$ cat config.mk
export PLATFORM = sky130hd
export DESIGN_NAME = serial_err_flags
export DESIGN_NICKNAME = d
export VERILOG_FILES = /design/src/rtl/serr_pkg.sv /design/src/rtl/serr_flag_cell.sv /design/src/rtl/serr_order_ctl.sv /design/src/rtl/serial_err_flags.sv
export SDC_FILE = /design/constraint.sdc
export NUM_CORES = 1
export LEC_CHECK = 0
export BUFFER_PORTS_ARGS = -buffer_cell sky130_fd_sc_hd__clkbuf_2
export CORE_AREA = 2 2 39 41
export CTS_CLUSTER_DIAMETER = 30
export CTS_CLUSTER_SIZE = 10
export DETAILED_ROUTE_END_ITERATION = 16
export DIE_AREA = 0 0 41 43
export HOLD_SLACK_MARGIN = 0.05
export PLACE_DENSITY_LB_ADDON = 0.15
export SYNTH_ARGS = -nofsm -noshare
export SYNTH_HDL_FRONTEND = slang
export SYNTH_HIERARCHICAL = 1
export SYNTH_SLANG_ARGS = --single-unit
$ cat constraint.sdc
create_clock -name clk -period 1.3 [get_ports clk]
set_clock_uncertainty 0.05 [all_clocks]
set_input_delay 0.26 -clock clk [delete_from_list [all_inputs] [get_ports clk]]
set_output_delay 0.26 -clock clk [all_outputs]
set_load 0.01 [all_outputs]
$ cat src/rtl/serr_pkg.sv
package serr_pkg;
   typedef enum logic [1:0] {
      SERR_UART     = 2'b00,
      SERR_SYNC_EXT = 2'b01,
      SERR_SYNC_INT = 2'b10,
      SERR_SYNC_ALT = 2'b11
   } serr_mode_e;

   localparam int unsigned SERR_NFLAG = 3;
   localparam int unsigned SERR_OVR   = 0;
   localparam int unsigned SERR_PAR   = 1;
   localparam int unsigned SERR_FRM   = 2;
endpackage

$ cat src/rtl/serr_flag_cell.sv
module serr_flag_cell #(
   parameter bit SET_WINS = 1'b1
) (
   input  logic clk,
   input  logic rst_n,
   input  logic allow_i,
   input  logic set_i,
   input  logic clr_i,
   output logic flag_o
);
   logic q_r;
   logic q_nxt;

   generate
      if (SET_WINS) begin : g_set_wins
         assign q_nxt = allow_i & (set_i | (q_r & ~clr_i));
      end else begin : g_clr_wins
         assign q_nxt = allow_i & ~clr_i & (set_i | q_r);
      end
   endgenerate

   always_ff @(posedge clk or negedge rst_n) begin
      if (!rst_n) q_r <= 1'b0;
      else        q_r <= q_nxt;
   end

   assign flag_o = q_r & allow_i;


   rd_clear_chk: assert property (@(posedge clk) disable iff (!rst_n)
      (clr_i && !set_i) |=> !q_r);

   generate
      if (SET_WINS) begin : g_keep_chk

         set_keep_chk: assert property (@(posedge clk) disable iff (!rst_n)
            (allow_i && set_i) |=> q_r);
      end
   endgenerate
endmodule

$ cat src/rtl/serr_order_ctl.sv
module serr_order_ctl #(
   parameter bit ORDER_RESET = 1'b0
) (
   input  logic clk,
   input  logic rst_n,
   input  logic busy_i,
   input  logic wr_i,
   input  logic val_i,
   output logic msb_o
);
   logic pend_v_r;
   logic pend_d_r;
   logic msb_r;

   always_ff @(posedge clk or negedge rst_n) begin
      if (!rst_n) begin
         pend_v_r <= 1'b0;
         pend_d_r <= 1'b0;
         msb_r    <= ORDER_RESET;
      end else if (!busy_i) begin
         pend_v_r <= 1'b0;
         if (wr_i)          msb_r <= val_i;
         else if (pend_v_r) msb_r <= pend_d_r;
      end else if (wr_i) begin
         pend_v_r <= 1'b1;
         pend_d_r <= val_i;
      end
   end

   assign msb_o = msb_r;


   busy_hold_chk: assert property (@(posedge clk) disable iff (!rst_n)
      busy_i |=> $stable(msb_o));


   idle_write_chk: assert property (@(posedge clk) disable iff (!rst_n)
      (!busy_i && wr_i) |=> (msb_o == $past(val_i)));
endmodule

$ cat src/rtl/serial_err_flags.sv
module serial_err_flags
   import serr_pkg::*;
#(
   parameter bit ORDER_RESET = 1'b0,
   parameter bit SET_WINS    = 1'b1
) (
   input  logic       clk,
   input  logic       rst_n,
   input  logic [1:0] mode_i,
   input  logic       dbuf_en_i,
   input  logic       par_en_i,
   input  logic       par_odd_i,
   input  logic       rx_done_i,
   input  logic       rx_full_i,
   input  logic       rx_xor_i,
   input  logic       rx_pbit_i,
   input  logic       rx_stop_i,
   input  logic       tx_sh_empty_i,
   input  logic       tx_buf_empty_i,
   input  logic       sclk_edge_i,
   input  logic       stat_rd_i,
   input  logic       busy_i,
   input  logic       ord_wr_i,
   input  logic       ord_val_i,
   output logic       ovr_o,
   output logic       par_o,
   output logic       frm_o,
   output logic       msb_first_o
);
   generate
      if ($bits(serr_mode_e) != 2) begin : g_bad_mode
         $error("serial_err_flags: mode encoding must be 2 bits");
      end
   endgenerate

   serr_mode_e mode;
   logic is_uart, is_ext;
   logic [SERR_NFLAG-1:0] allow, set, flag;

   assign mode    = serr_mode_e'(mode_i);
   assign is_uart = (mode == SERR_UART);
   assign is_ext  = (mode == SERR_SYNC_EXT);

   always_comb begin
      allow[SERR_OVR] = is_uart | is_ext;
      allow[SERR_PAR] = is_uart | (is_ext & dbuf_en_i);
      allow[SERR_FRM] = is_uart;

      set[SERR_OVR] = rx_done_i & rx_full_i;
      if (is_uart)
         set[SERR_PAR] = rx_done_i & par_en_i & (rx_pbit_i != (rx_xor_i ^ par_odd_i));
      else
         set[SERR_PAR] = sclk_edge_i & tx_sh_empty_i & tx_buf_empty_i;
      set[SERR_FRM] = rx_done_i & ~rx_stop_i;
   end

   genvar gi;
   generate
      for (gi = 0; gi < SERR_NFLAG; gi++) begin : g_flag
         serr_flag_cell #(.SET_WINS(SET_WINS)) u_cell (
            .clk     (clk),
            .rst_n   (rst_n),
            .allow_i (allow[gi]),
            .set_i   (set[gi]),
            .clr_i   (stat_rd_i),
            .flag_o  (flag[gi])
         );
      end
   endgenerate

   assign ovr_o = flag[SERR_OVR];
   assign par_o = flag[SERR_PAR];
   assign frm_o = flag[SERR_FRM];

   serr_order_ctl #(.ORDER_RESET(ORDER_RESET)) u_order (
      .clk    (clk),
      .rst_n  (rst_n),
      .busy_i (busy_i),
      .wr_i   (ord_wr_i),
      .val_i  (ord_val_i),
      .msb_o  (msb_first_o)
   );


   frm_sync_zero_chk: assert property (@(posedge clk) disable iff (!rst_n)
      (mode_i != 2'b00) |-> !frm_o);


   int_clk_quiet_chk: assert property (@(posedge clk) disable iff (!rst_n)
      mode_i[1] |-> !(ovr_o | par_o | frm_o));


   no_dbuf_underrun_chk: assert property (@(posedge clk) disable iff (!rst_n)
      (mode_i == 2'b01 && !dbuf_en_i) |-> !par_o);


   frame_err_chk: assert property (@(posedge clk) disable iff (!rst_n)
      (mode_i == 2'b00 && $past(mode_i) == 2'b00 && rx_done_i && !rx_stop_i) |=>
         (frm_o || mode_i != 2'b00));
endmodule

== Word-level counts from Yosys, hierarchy flattened ==
Cells that the tools add are included.
Widths: inputs -> output; s select.

* Bits in registers: 6
* Bits of input ports: 19
* Output and inout port bits: 4
* Logic and storage cells: 43

* Eq/ne operators: 3
* Muxes and demuxes: 5
* Bitwise logic cells: 25
* Reductions and logical operators: 4

{| class="wikitable"
|+ Operator list
! cell !! number
|-
| $and 1x1->1 || 16
|-
| $mux 1 || 5
|-
| $or 1x1->1 || 5
|-
| $reduce_and 2->1 || 2
|-
| $not 1->1 || 3
|-
| $eq 2x1->1 const B || 1
|-
| $logic_not 2->1 || 1
|-
| $ne 2x1->1 const B || 1
|-
| $reduce_bool 2->1 || 1
|-
| $ne 1x1->1 || 1
|-
| $xor 1x1->1 || 1
|}

== Depth between registers and ports, before layout ==
Gate-level depths: netlist of the first run.

* Depth in word-level cells: 6
* Mapped depth: 3
* Mapped depth without buffers: 3

== By module ==
Netlist of the first run, hierarchy kept.

{| class="wikitable"
|+ By module, submodules not included
! module !! times used !! cells an instance !! area an instance (um2) !! seq. area each (um2)
|-
| serr_flag_cell || 3 || 4 || 53.8 || 25.0
|-
| serr_order_ctl || 1 || 12 || 130.1 || 75.1
|-
| serial_err_flags || 1 || 10 || 76.3 || 0.0
|}

== Worst setup path before layout of the first run ==
Ideal clock, no wire load.

* Kind: in2reg
* Start point: input port par_odd_i
* End point: register g_flag[1].u_cell.q_r
* Setup time: 0.119 ns
* Arrival time: 0.828 ns
* Required time: 1.131 ns
* Path slack: 0.303 ns
* Stages: 3
* Buffers on the path: 0
* Cells stage by stage: xnor3_1 > o21ai_1 > o21a_1

* Word-level cells in the longest chain between the ends: 6

{| class="wikitable"
|+ RTL lines
! what !! line !! RTL
|-
| start: declaration || serial_err_flags.sv:12 || <nowiki>input logic par_odd_i,</nowiki>
|-
| $xor 1x1->1 || serial_err_flags.sv:51 || <nowiki>set[SERR_PAR] = rx_done_i & par_en_i & (rx_pbit_i != (rx_xor_i ^ par_odd_i));</nowiki>
|-
| $ne 1x1->1 || serial_err_flags.sv:51 ||
|-
| $and 1x1->1 || serial_err_flags.sv:51 ||
|-
| $mux 1 || serial_err_flags.sv:50 || <nowiki>if (is_uart)</nowiki>
|-
| net set[1] || serial_err_flags.sv:38 || <nowiki>logic [SERR_NFLAG-1:0] allow, set, flag;</nowiki>
|-
| $or 1x1->1 || serr_flag_cell.sv:16 || <nowiki>assign q_nxt = allow_i & (set_i | (q_r & ~clr_i));</nowiki>
|-
| $and 1x1->1 || serr_flag_cell.sv:16 ||
|-
| net g_flag[1].u_cell.q_nxt || serr_flag_cell.sv:12 || <nowiki>logic q_nxt;</nowiki>
|-
| end signal: assignment || serr_flag_cell.sv:24 || <nowiki>else q_r <= q_nxt;</nowiki>
|-
| end: declaration || serr_flag_cell.sv:11 || <nowiki>logic q_r;</nowiki>
|}

The timed path passes the listed nets, and every way through them passes these cells.
A chain may end at the register's enable or synchronous reset.

== Final worst setup path of the first run ==
* Start point: register g_flag[1].u_cell.q_r
* End point: output port par_o

* Word-level cells in the longest chain between the ends: 1

{| class="wikitable"
|+ RTL lines
! what !! line !! RTL
|-
| $and 1x1->1 || serr_flag_cell.sv:27 || <nowiki>assign flag_o = q_r & allow_i;</nowiki>
|-
| end: declaration || serial_err_flags.sv:26 || <nowiki>output logic par_o,</nowiki>
|}

Every way passes these cells.

==> results of run 1 <==
-- synthesized netlist by cell type --
cell	number	share of area, %
xnor3_1	1	6.1
o21ai_1	1	1.4
nor2b_1	1	1.7
nor2_1	4	4.1
and2_2	3	6.1
dfrtp_1	6	41
nand4bb_1	1	3.1
nand2_1	2	2.0
and2_1	1	1.7
a21oi_1	1	1.4
inv_1	3	3.1
o2111ai_1	1	2.4
a32oi_1	2	4.8
o21a_1	3	6.1
mux2_4	1	4.1
nor2b_4	3	11
-- cell type report --
| type | instances | area (sq um) |
|---|---|---|
| inverter | 3 | 11.26 |
| fill | 140 | 853.3 |
| sequential | 6 | 150.1 |
| clock buffer | 3 | 22.52 |
| tap | 16 | 20.02 |
| multi-input combinational | 25 | 206.4 |
| timing repair buffer | 23 | 120.1 |
-- sequential cells by signal, summed over array words and instances (netlist names) --
register           cells
u_order/pend_v_r       1
g_flag.u_cell/q_r      3
u_order/pend_d_r       1
u_order/msb_o          1
-- path summary, 6_finish.rpt --
path	depth (start not counted)	slack (ns)	end
worst max-delay path	2	0.08	par_o
worst min-delay path	2	0.22	u_order/pend_d_r$_DFFE_PN0P_
worst max register to register	2	0.49	u_order/msb_o$_DFFE_PN0P_
worst min register to register	1	0.47	u_order/pend_d_r$_DFFE_PN0P_
max in group asynchronous	2	0.72	g_flag[0].u_cell/q_r$_DFF_PN0_
min in group asynchronous	2	0.32	u_order/pend_d_r$_DFFE_PN0P_
-- where the power goes --
group / internal, mW / switching [mW] / total (mW)
registers: 0.203 / 0.0101 / 0.213
clock network: 0.104 / 0.0629 / 0.167
logic: 0.0585 / 0.0410 / 0.0995
-- stage by stage --
stage               utilization [%]  cell area [sq um]  setup WS (ns)  instances
floorplan                         -              367.9         0.3027         34
global placement              35.99              498.0         0.1785         72
detailed placement            35.99              498.0         0.1683         72
CTS                           38.34              530.5        0.06639         76
global route                  38.34              530.5        0.03814         76
finish                        38.34              530.5        0.07634         76
-- logic make-up (layout without fill, tap and decap cells) --
family	after synthesis	after routing	share of synthesized area, %
DFF	6	6	40.82
buffers and inverters	3	29	3.061
AOI/OAI and AO/OA	8	8	15.98
xor gates and xnor gates	1	1	6.122
and+or+nand+nor	15	15	29.93
muxes	1	1	4.080
-- layer usage --
| metal | vias to the layer above | global-route usage, % | wire length (um) |
|---|---|---|---|
| li1 | 170 | - | - |
| met1 | 138 | 9.539 | 289 |
| met2 | 19 | 13.75 | 297 |
| met3 | 0 | 3.665 | 116 |
| met4 | 0 | 8.000 | 0 |
| met5 | - | 0 | 0 |
==> impl_metrics.yaml, run 1 <==
run_status:
  outcome: "finished clean"
finish:
  antenna_cells: 0
  drive_gt1_share_pct: 53.33
  layout_common_cells: "clkbuf_2 (22), dfrtp_1 (6), nor2_1 (4)"
  nets: 81
  layout_commonest_cell: "clkbuf_2"
  area_growth_pct: 44.22
pwr:
  p_leak_nw: 0.2834
  report.power.total_mw: 0.4800
  ir_worst_vdd_uv: 354.0
  power_density_mw_per_mm2: 904.8
floorplanning:
  fp.coreArea_sq_mm: 0.001384
  die_area_sq_mm: 0.001763
  core.rowCount: 14
  die_y_um: 43
  die_w_um: 41
  ioPinCount: 23
  initial_core_util_pct: 26.58
critical_path:
  critPathTopFamily: "flip-flops"
  cp_num_buf_inv: 1
  crit_slowest_cell: "dfrtp_1"
  path_cells: "and2_2 -> clkbuf_2"
  crit_start: "g_flag[1].u_cell/q_r$_DFF_PN0_"
  start_kind: "register"
  worstSetupEndpointType: "output pin"
  crit_type: "reg2out"
  cp_max_fo: 2
  slowest_delay_ns: 0.37
  critPathRequiredTime_ns: 0.99
  arrival_ns: 0.91
  reg2reg_from: "u_order/pend_d_r$_DFFE_PN0P_"
clock_tree:
  holdBufCountCts: 1
  cts_max_level: 1
  cts_tree: "built"
  root_buffer: "clkbuf_4"
  clkLatencyLatePin_ns: 0.24
  cts_setup_buffers: 0
  cts_buffers: 3
  cts_resized: 0
  clkTransAtPathRegs_ns: 0.05
  cts.path.max_buffers: 2
  cts_sinks: 6
timing:
  fin_crit_ns: 1.224
  max_clock_freq_mhz: 817.2
  slew_viol_final: 0
  hold_viol_final: 0
  period_share_pct: 94.13
  whs_ns: 0.2197
  rsz0062_at_grt: "false"
  tns_ns: 0
  slew_headroom_pct: 87.99
  tightestPinTransition_ns: 0.1801
  finalSetupViolCount: 0
min_path:
  hp-class: "in2reg"
  hp-start: "ord_val_i"
flow_run:
  drv_cap: 0
global_route:
  grt_antenna_before_repair: 0
  grt_overflow: 0
  grt_start_max_net_pins: 7
  grt_pass1_vias: 303
  grt_usage_pct: 9.302
  grt_pass1_wl_um: 1062
drt:
  ant_nets: 0
  vias: 327
  drt-total-wl_um: 703
  via_per_inst: 4.303
  wire_per_inst_um: 9.250
  drt_first_pass_iters: 4
  drtIter0Drc: 2
  drcViolationCount: 0
logic_synthesis:
  yosysWarnings: 6
  ys_seq_area_share_pct: 40.82
  netlist_instances: 34
  avgSynthCellArea_sq_um: 10.82
  syn-num-nets: 53
  synth_cell_types: 16
  synth_area_sq_um: 367.9
  synth-seq-cells: 6
placed_design:
  place_congestion: 0.6539
  io_buffers: 22
Power figures use the tool's default switching activity.
==> inputs of run 2 (changes only) <==
Clock period 1.3 ns to 1.44 ns, I/O delays scaled along.
==> impl_metrics.yaml, run 2 (synthesized netlist as in run 1, its figures left out) <==
global_route:
  grt_pass1_wl_um: 1207
  grt_start_max_net_pins: 7
  grt_antenna_before_repair: 0
  grt_overflow: 0
  grt_usage_pct: 10.63
  grt_pass1_vias: 330
critical_path:
  arrival_ns: 0.90
  cp_num_cells: 2
  crit_start: "g_flag[0].u_cell/q_r$_DFF_PN0_"
  crit_type: "reg2out"
  critPathRequiredTime_ns: 1.10
  crit_slowest_cell: "dfrtp_1"
  r2r_cells: 2
  start_kind: "register"
  critPathTopFamily: "flip-flops"
  slowest_delay_ns: 0.37
  path_cells: "and2_2 -> clkbuf_2"
  reg2reg_slack_ns: 0.63
  cp_max_fo: 2
  worstSetupEndpointType: "output pin"
  reg2reg_from: "g_flag[2].u_cell/q_r$_DFF_PN0_"
  endpoint: "ovr_o"
  r2r_end: "g_flag[2].u_cell/q_r$_DFF_PN0_"
  cp_num_buf_inv: 1
floorplanning:
  core.rowCount: 14
  ioPinCount: 23
  die_area_sq_mm: 0.001763
  initial_core_util_pct: 26.58
  die_y_um: 43
  fp.coreArea_sq_mm: 0.001384
  die_w_um: 41
clock_tree:
  cts_sinks: 6
  holdBufCountCts: 1
  cts_tree: "built"
  cts_max_level: 1
  clkLatencyLatePin_ns: 0.24
  cts_buffers: 3
  cts.path.max_buffers: 2
  cts_resized: 0
  clkTransAtPathRegs_ns: 0.04
  root_buffer: "clkbuf_4"
  cts_setup_buffers: 0
placed_design:
  io_buffers: 22
  dp_hpwl_um: 598.2
  place_congestion: 0.6704
  placedInstanceArea_sq_um: 498.0
  dp.cells: 72
finish:
  layout_commonest_cell: "clkbuf_2"
  largest-register: "g_flag.u_cell/q_r"
  final_area_sq_um: 530.5
  drive_gt1_share_pct: 53.33
  largest_reg_flops: 3
  stdcell_count: 76
  antenna_cells: 0
  layout_common_cells: "clkbuf_2 (22), dfrtp_1 (6), nor2_1 (4)"
  area_growth_pct: 44.22
  fill_cells: 147
  nets: 81
pwr:
  power_density_mw_per_mm2: 817.2
  ir_worst_vdd_uv: 432.6
  p_leak_nw: 0.2834
drt:
  vias: 339
  drtIter0Drc: 6
  drt_first_pass_iters: 4
  via_per_inst: 4.461
  ant_nets: 0
  drt-total-wl_um: 711
  drcViolationCount: 0
  wire_per_inst_um: 9.355
min_path:
  hp-class: "in2reg"
timing:
  period_share_pct: 86.30
  hold_viol_final: 0
  finalSetupViolCount: 0
  slew_viol_final: 0
  tightestPinTransition_ns: 0.1730
  tns_ns: 0
  fin_crit_ns: 1.243
  rsz0062_at_grt: "false"
  slew_headroom_pct: 88.47
  max_clock_freq_mhz: 804.7
run_status:
  outcome: "finished clean"
flow_run:
  drv_cap: 0
[run 2: cell counts in the layout (fill, tap and decap cells not counted)]
No cell type changed its count.
[run 2: area by class of cell]
cell class	instances	area [sq um]	share of cell area (%)
multi-input combinational	25	206.4	38.92
inverter	3	11.26	2.123
tap	16	20.02	3.774
clock buffer	3	22.52	4.245
timing repair buffer	23	120.1	22.64
sequential	6	150.1	28.30
[run 2: worst min-delay path by stage]
stage               from                              to  slack, ns  depth (start not counted)
3_3_place_gp       rst_n    u_order/pend_d_r$_DFFE_PN0P_       0.07                          1
5_1_grt        ord_val_i    u_order/pend_d_r$_DFFE_PN0P_       0.26                          2
2_1_floorplan      rst_n  g_flag[0].u_cell/q_r$_DFF_PN0_      -0.06                          0
6_report       ord_val_i    u_order/pend_d_r$_DFFE_PN0P_       0.26                          2
4_1_cts        ord_val_i    u_order/pend_d_r$_DFFE_PN0P_       0.25                          2
3_5_place_dp       rst_n    u_order/pend_d_r$_DFFE_PN0P_       0.08                          1
[run 2: worst register-to-register path: stages, from the launching register on]
cell,delay (ns)
dfrtp_1,0.36
nor2b_4,0.12
o21a_1,0.17
[run 2: power breakdown]
part / internal [mW] / switching (mW) / total (mW)
combinational: 0.0529 / 0.0376 / 0.0905
sequential: 0.184 / 0.00925 / 0.193
clock: 0.0940 / 0.0562 / 0.150
total: 0.331 / 0.103 / 0.434
[run 2: per-stage QoR]
stage                     power (mW)  hold WS, ns  worst slack (ns)  util, %
after floorplan               0.2367     -0.05759            0.4147        -
after global placement        0.2847      0.07108            0.2722    35.99
after detailed placement      0.2848      0.07632            0.2756    35.99
after CTS                     0.4429       0.2485            0.1833    38.34
after global routing          0.4618       0.2640            0.1487    38.34
final                         0.4335       0.2585            0.1973    38.34
[run 2: routing by layer]
metal / routed length (um) / vias up / global-route usage, %
met5: 0 / - / 0
met3: 108 / 2 / 3.141
met2: 296 / 19 / 15.00
met4: 10 / 0 / 10.00
li1: - / 172 / -
met1: 297 / 146 / 11.88
